--- src/rtl/irq_rendezvous_link.sv ---
module irq_rendezvous_link #(
  parameter int unsigned WORDS = 4,
  parameter int unsigned DW = 32,
  parameter int unsigned AW = 16,
  parameter logic [AW-1:0] SLV_BASE = 16'h0040,
  parameter logic [AW-1:0] TGT_ADDR = 16'h0040
) (
  input  logic                clk,
  input  logic                rst_n,
  input  logic                m_req,
  input  logic                m_write,
  input  logic [WORDS*DW-1:0] m_wdata,
  input  logic                m_port_taken,
  output logic [WORDS*DW-1:0] m_rdata,
  output logic                m_busy,
  output logic                m_done,
  output logic                m_slv_rdy,
  input  logic                s_req,
  input  logic [WORDS*DW-1:0] s_wdata,
  input  logic                s_port_taken,
  output logic [WORDS*DW-1:0] s_rdata,
  output logic                s_busy,
  output logic                s_done,
  output logic                irq,
  output logic                bus_valid,
  output logic                bus_we,
  output logic [AW-1:0]       bus_addr,
  output logic [DW-1:0]       bus_wdata,
  output logic [DW-1:0]       bus_rdata
);
  localparam int unsigned CW = (WORDS > 1) ? $clog2(WORDS) : 1;
  localparam logic [CW-1:0] LASTW = CW'(WORDS - 1);

  typedef enum logic [1:0] {M_IDLE, M_WAIT, M_XFER} mst_t;
  typedef enum logic [1:0] {S_IDLE, S_CLAIM, S_WAIT} slv_t;

  mst_t m_st;
  slv_t s_st;
  logic irq_q, m_dir;
  logic [CW-1:0] m_beat, s_cnt, s_off;
  logic [AW-1:0] rel_addr;
  logic hit, m_last, s_last;

  assign irq       = (s_st == S_WAIT);
  assign s_busy    = (s_st == S_WAIT);
  assign bus_valid = (m_st == M_XFER);
  assign m_busy    = (m_st == M_XFER);
  assign bus_we    = bus_valid & m_dir;
  assign bus_addr  = bus_valid ? TGT_ADDR + AW'(m_beat) : '0;
  assign bus_wdata = bus_we ? m_wdata[int'(m_beat)*DW +: DW] : '0;
  assign m_last    = bus_valid && (m_beat == LASTW);

  assign rel_addr  = bus_addr - SLV_BASE;
  assign hit       = (s_st == S_WAIT) && bus_valid && (rel_addr < AW'(WORDS));
  assign s_off     = CW'(rel_addr);
  assign s_last    = hit && (s_cnt == LASTW);
  assign bus_rdata = (hit && !bus_we) ? s_wdata[int'(s_off)*DW +: DW] : '0;

  always_ff @(posedge clk or negedge rst_n) begin
    if (!rst_n) begin
      m_st <= M_IDLE;
      m_dir <= 1'b0;
      m_beat <= '0;
      m_slv_rdy <= 1'b0;
      irq_q <= 1'b0;
      m_done <= 1'b0;
      m_rdata <= '0;
    end else begin
      irq_q <= irq;
      m_done <= m_last;
      if (m_last) m_slv_rdy <= 1'b0;
      else if (irq && !irq_q) m_slv_rdy <= 1'b1;
      if (bus_valid && !m_dir) m_rdata[int'(m_beat)*DW +: DW] <= bus_rdata;
      case (m_st)
        M_IDLE: if (m_req) begin
          m_st <= M_WAIT;
          m_dir <= m_write;
        end
        M_WAIT: if (m_slv_rdy && !m_port_taken) begin
          m_st <= M_XFER;
          m_beat <= '0;
        end
        M_XFER: if (m_last) m_st <= M_IDLE;
                else m_beat <= m_beat + 1'b1;
        default: m_st <= M_IDLE;
      endcase
    end
  end

  always_ff @(posedge clk or negedge rst_n) begin
    if (!rst_n) begin
      s_st <= S_IDLE;
      s_cnt <= '0;
      s_done <= 1'b0;
      s_rdata <= '0;
    end else begin
      s_done <= s_last;
      if (hit && bus_we) s_rdata[int'(s_off)*DW +: DW] <= bus_wdata;
      case (s_st)
        S_IDLE: if (s_req) begin
          s_st <= s_port_taken ? S_CLAIM : S_WAIT;
          s_cnt <= '0;
        end
        S_CLAIM: if (!s_port_taken) s_st <= S_WAIT;
        S_WAIT: if (s_last) s_st <= S_IDLE;
                else if (hit) s_cnt <= s_cnt + 1'b1;
        default: s_st <= S_IDLE;
      endcase
    end
  end
endmodule

--- config.mk ---
export PLATFORM = sky130hd
export DESIGN_NAME = irq_rendezvous_link
export DESIGN_NICKNAME = d
export VERILOG_FILES = /design/src/rtl/irq_rendezvous_link.sv
export SDC_FILE = /design/constraint.sdc
export NUM_CORES = 1
export LEC_CHECK = 0
export BUFFER_PORTS_ARGS = -buffer_cell sky130_fd_sc_hd__buf_2
export CAP_MARGIN = 15
export CORE_AREA = 4 4 236 238
export DETAILED_ROUTE_END_ITERATION = 8
export DIE_AREA = 0 0 240 242
export REMOVE_ABC_BUFFERS = 1
export SYNTH_ARGS = -nofsm -noshare
export SYNTH_HDL_FRONTEND = slang
export SYNTH_SLANG_ARGS = --single-unit
--- constraint.sdc ---
create_clock -name clk -period 3.16 [get_ports clk]
set_input_delay 0.316 -clock clk [delete_from_list [all_inputs] [get_ports clk]]
set_output_delay 0.316 -clock clk [all_outputs]
set_load 0.1 [all_outputs]
==> results.toml <==
[status]
outcome = "finished, final reports clean"

[critical_path]
cp-startpoint = "m_st[0]"
reg2reg_slack_ns = 0.47
cp_slowest_cell = "dfrtp_2"
critPathRequiredTime_ns = 2.84
slowest_delay_ns = 0.45
start_kind = "flop"
worstPathArrival_ns = 2.71
reg2reg_from = "m_beat[0]"
critPathTopFamily = "buffers and inverters"
critPathMaxFanout = 36
reg2reg_depth = 6
crit_buf_inv = 4
cp_num_cells = 8
crit_path_end = "bus_rdata[28]"
timing.rr.end = "m_rdata[73]"
cp-end-kind = "output pin"
worstSetupPathType = "reg2out"
critical_path.cell_chain = "nand2b_2, inv_4, buf_16, buf_4, a31oi_1, o221ai_2, nor2_1, buf_12"

[clocking]
clock_path_buffers = 3
clkLatencyLatePin_ns = 0.57
path_clk_slew_ns = 0.06
cts_buffers = 30
cts.htree.levels = 1
clock-sinks = 269
cts_root_buf = "clkbuf_16"
cts_tree = "done"

[logic_synthesis]
synth_edf_count = 0
synthCells = 1311
yosys.area.top_type = "dfrtp_1"
synth_top_area_share_pct = 51.6
synth_area_leaders = "dfrtp_1 52%, a31o_2 6.4%, mux4_2 5.5%, nand2_1 4.8%, and2_1 4.7%"
yosys_warnings = 0
synth_flop_cell = "dfrtp_1"
async_flop_share_pct = 100
synth_area_um2 = 13000
synth.distinct_cells = 38
ys_ff_latch = 269
syn_avg_cell_area_um2 = 9.95
yosysSeqAreaShare_pct = 51.6

[sta]
period_minus_slack_ns = 3.02
clock.fmax_mhz = 331
holdWs_ns = 0.0919
slew_violations = 0
rsz0062_at_grt = "true"
fin_tns_setup_ns = 0
slew-limit-headroom_pct = 33.5
finalWorstSetupSlack_ns = 0.137
setup_violations = 0
worst_pin_slew_ns = 0.997
timing.final.crit_share_pct = 95.7
finalHoldViolCount = 0
clock_skew_ns = 0.0148

[floorplan]
core_region_area_um2 = 53600
io_pins = 607
initial_utilization_pct = 24.3
die_h_um = 242
dieArea_um2 = 58100
rows = 85
dieWidth_um = 240

[run]
max_cap_viol_count = 0

[finish]
fin_cells = 2608
drive_gt1_share_pct = 45.2
layout_commonest_cell = "buf_2"
fin_nets = 2156
utilization_pct = 34.6
design_area_um2 = 18600
area_growth_pct = 42.3
most-common-layout-cells = "560 x buf_2, 266 x dfrtp_1, 168 x nand2_1, 104 x nor2_1, 97 x and2_1"

[pwr]
pwr_density_cell_nw_per_um2 = 1240
p_leak_nw = 9.56
switching_share_pct = 58.9
clkPwrFrac_pct = 17.2
vdd_drop_max_uv = 1110
seqPwrFrac_pct = 22.1
intPower_mw = 9.48
p_comb_share_pct = 60.6
p_sw_mw = 13.6
power_mw = 23.1

[route]
firstDrtPassIters = 7
routed_wire_length_per_instance_um = 21.5
ant_nets = 0
vias = 12700
drc = 0
drt_iter0_markers = 678
routed_wl_um = 56000
routed_via_density = 4.86

[global_routing]
gr-usage-met1_pct = 19.8
grt_remaining_overflow = 0
grt_max_degree = 79
grt-busiest-layer = "met2"
grt_usage_pct = 17.9
met3_usage_pct = 5.81
antenna_found_initial = 10
grt_pass1_vias = 13100
gr-usage-met2_pct = 31.4
grt_pass1_wl_um = 81300

[placement]
placed_cells = 2538
place_area_um2 = 17100
hpwl_um = 40400
place_ws_ns = 0.476
gp_congestion = 0.852
port_buffers = 593

[hold_path]
min_path_type = "in2reg"
==> state kept, by name (all words and copies together) (netlist names) <==
name	cells
m_rdata	128
irq_q	1
m_st	2
m_beat	2
m_done	1
s_done	1
s_rdata	128
s_st	2
m_slv_rdy	1
s_cnt	2
m_dir	1
==> kinds of logic (layout without fill, tap and decap cells) <==
family | after synthesis | after routing | synth area share [%]
other | 1 | 19 | 0.0288
buffers and inverters | 201 | 784 | 6.40
multiplexers | 67 | 67 | 8.23
flip-flops | 269 | 269 | 51.6
adder cells (fa/ha/maj) | 11 | 11 | 1.06
AO/OA/AOI/OAI | 331 | 331 | 17.4
AND/OR/NAND/NOR | 431 | 431 | 15.3
==> worst min-delay path by stage <==
stage,startpoint,endpoint,slack (ns),cells after the start
detailed placement,rst_n,s_rdata[81],0.36,1
CTS,m_req,m_dir,0.06,3
floorplan,rst_n,irq_q,0.02,0
finish,m_req,m_dir,0.09,3
global placement,rst_n,s_rdata[81],0.36,1
global route,m_req,m_dir,0.07,3
==> synth_stat cells (32+ instances only) <==
master / n
o21ai_0: 72
dfrtp_1: 269
inv_1: 74
nand2_1: 168
a31o_2: 96
mux4_2: 32
a31oi_1: 33
clkbuf_1: 85
o21ai_1: 61
o221ai_1: 32
o31ai_1: 32
nor2_1: 105
mux2i_1: 33
and2_1: 97
nand3_1: 35
==> timing repair <==
action                                  CTS  global route
cloned                                    0             1
pin swaps                                 0             5
endpoints found under the hold margin    75             0
setup buffers                             0             1
resized for setup                        27            22
hold buffers                              6             0
endpoints found under the setup margin   21            35
==> power by group through the flow <==
| stage | clock [mW] | sequential [mW] | combinational (mW) |
|---|---|---|---|
| CTS | 4.09 | 5.12 | 13.8 |
| global route | 4.22 | 5.23 | 14.6 |
| detailed placement | 0 | 5.13 | 13.7 |
| global placement | 0 | 5.12 | 13.6 |
| finish | 3.98 | 5.11 | 14.0 |
| floorplan | 0 | 12.2 | 3.68 |
==> layout make-up <==
type | count | area, um2
Fill cell | 5501 | 35000
Multi-Input combinational cell | 853 | 5670
Timing Repair Buffer | 653 | 3840
Antenna cell | 6 | 15.0
Inverter | 75 | 284
Clock inverter | 11 | 213
Clock buffer | 45 | 918
Tap cell | 696 | 871
Sequential cell | 269 | 6740
==> worst min-delay path, stage by stage <==
cell     delay, ns
buf_2         0.11
nand2_1       0.06
mux2_2        0.14
==> routing by layer <==
| layer | vias to the layer above | routed length, um |
|---|---|---|
| li1 | 5711 | - |
| met2 | 640 | 28000 |
| met5 | - | 15 |
| met4 | 2 | 2230 |
| met3 | 105 | 5530 |
| met1 | 6227 | 20300 |
No activity file was read; power rests on OpenSTA's default activity.
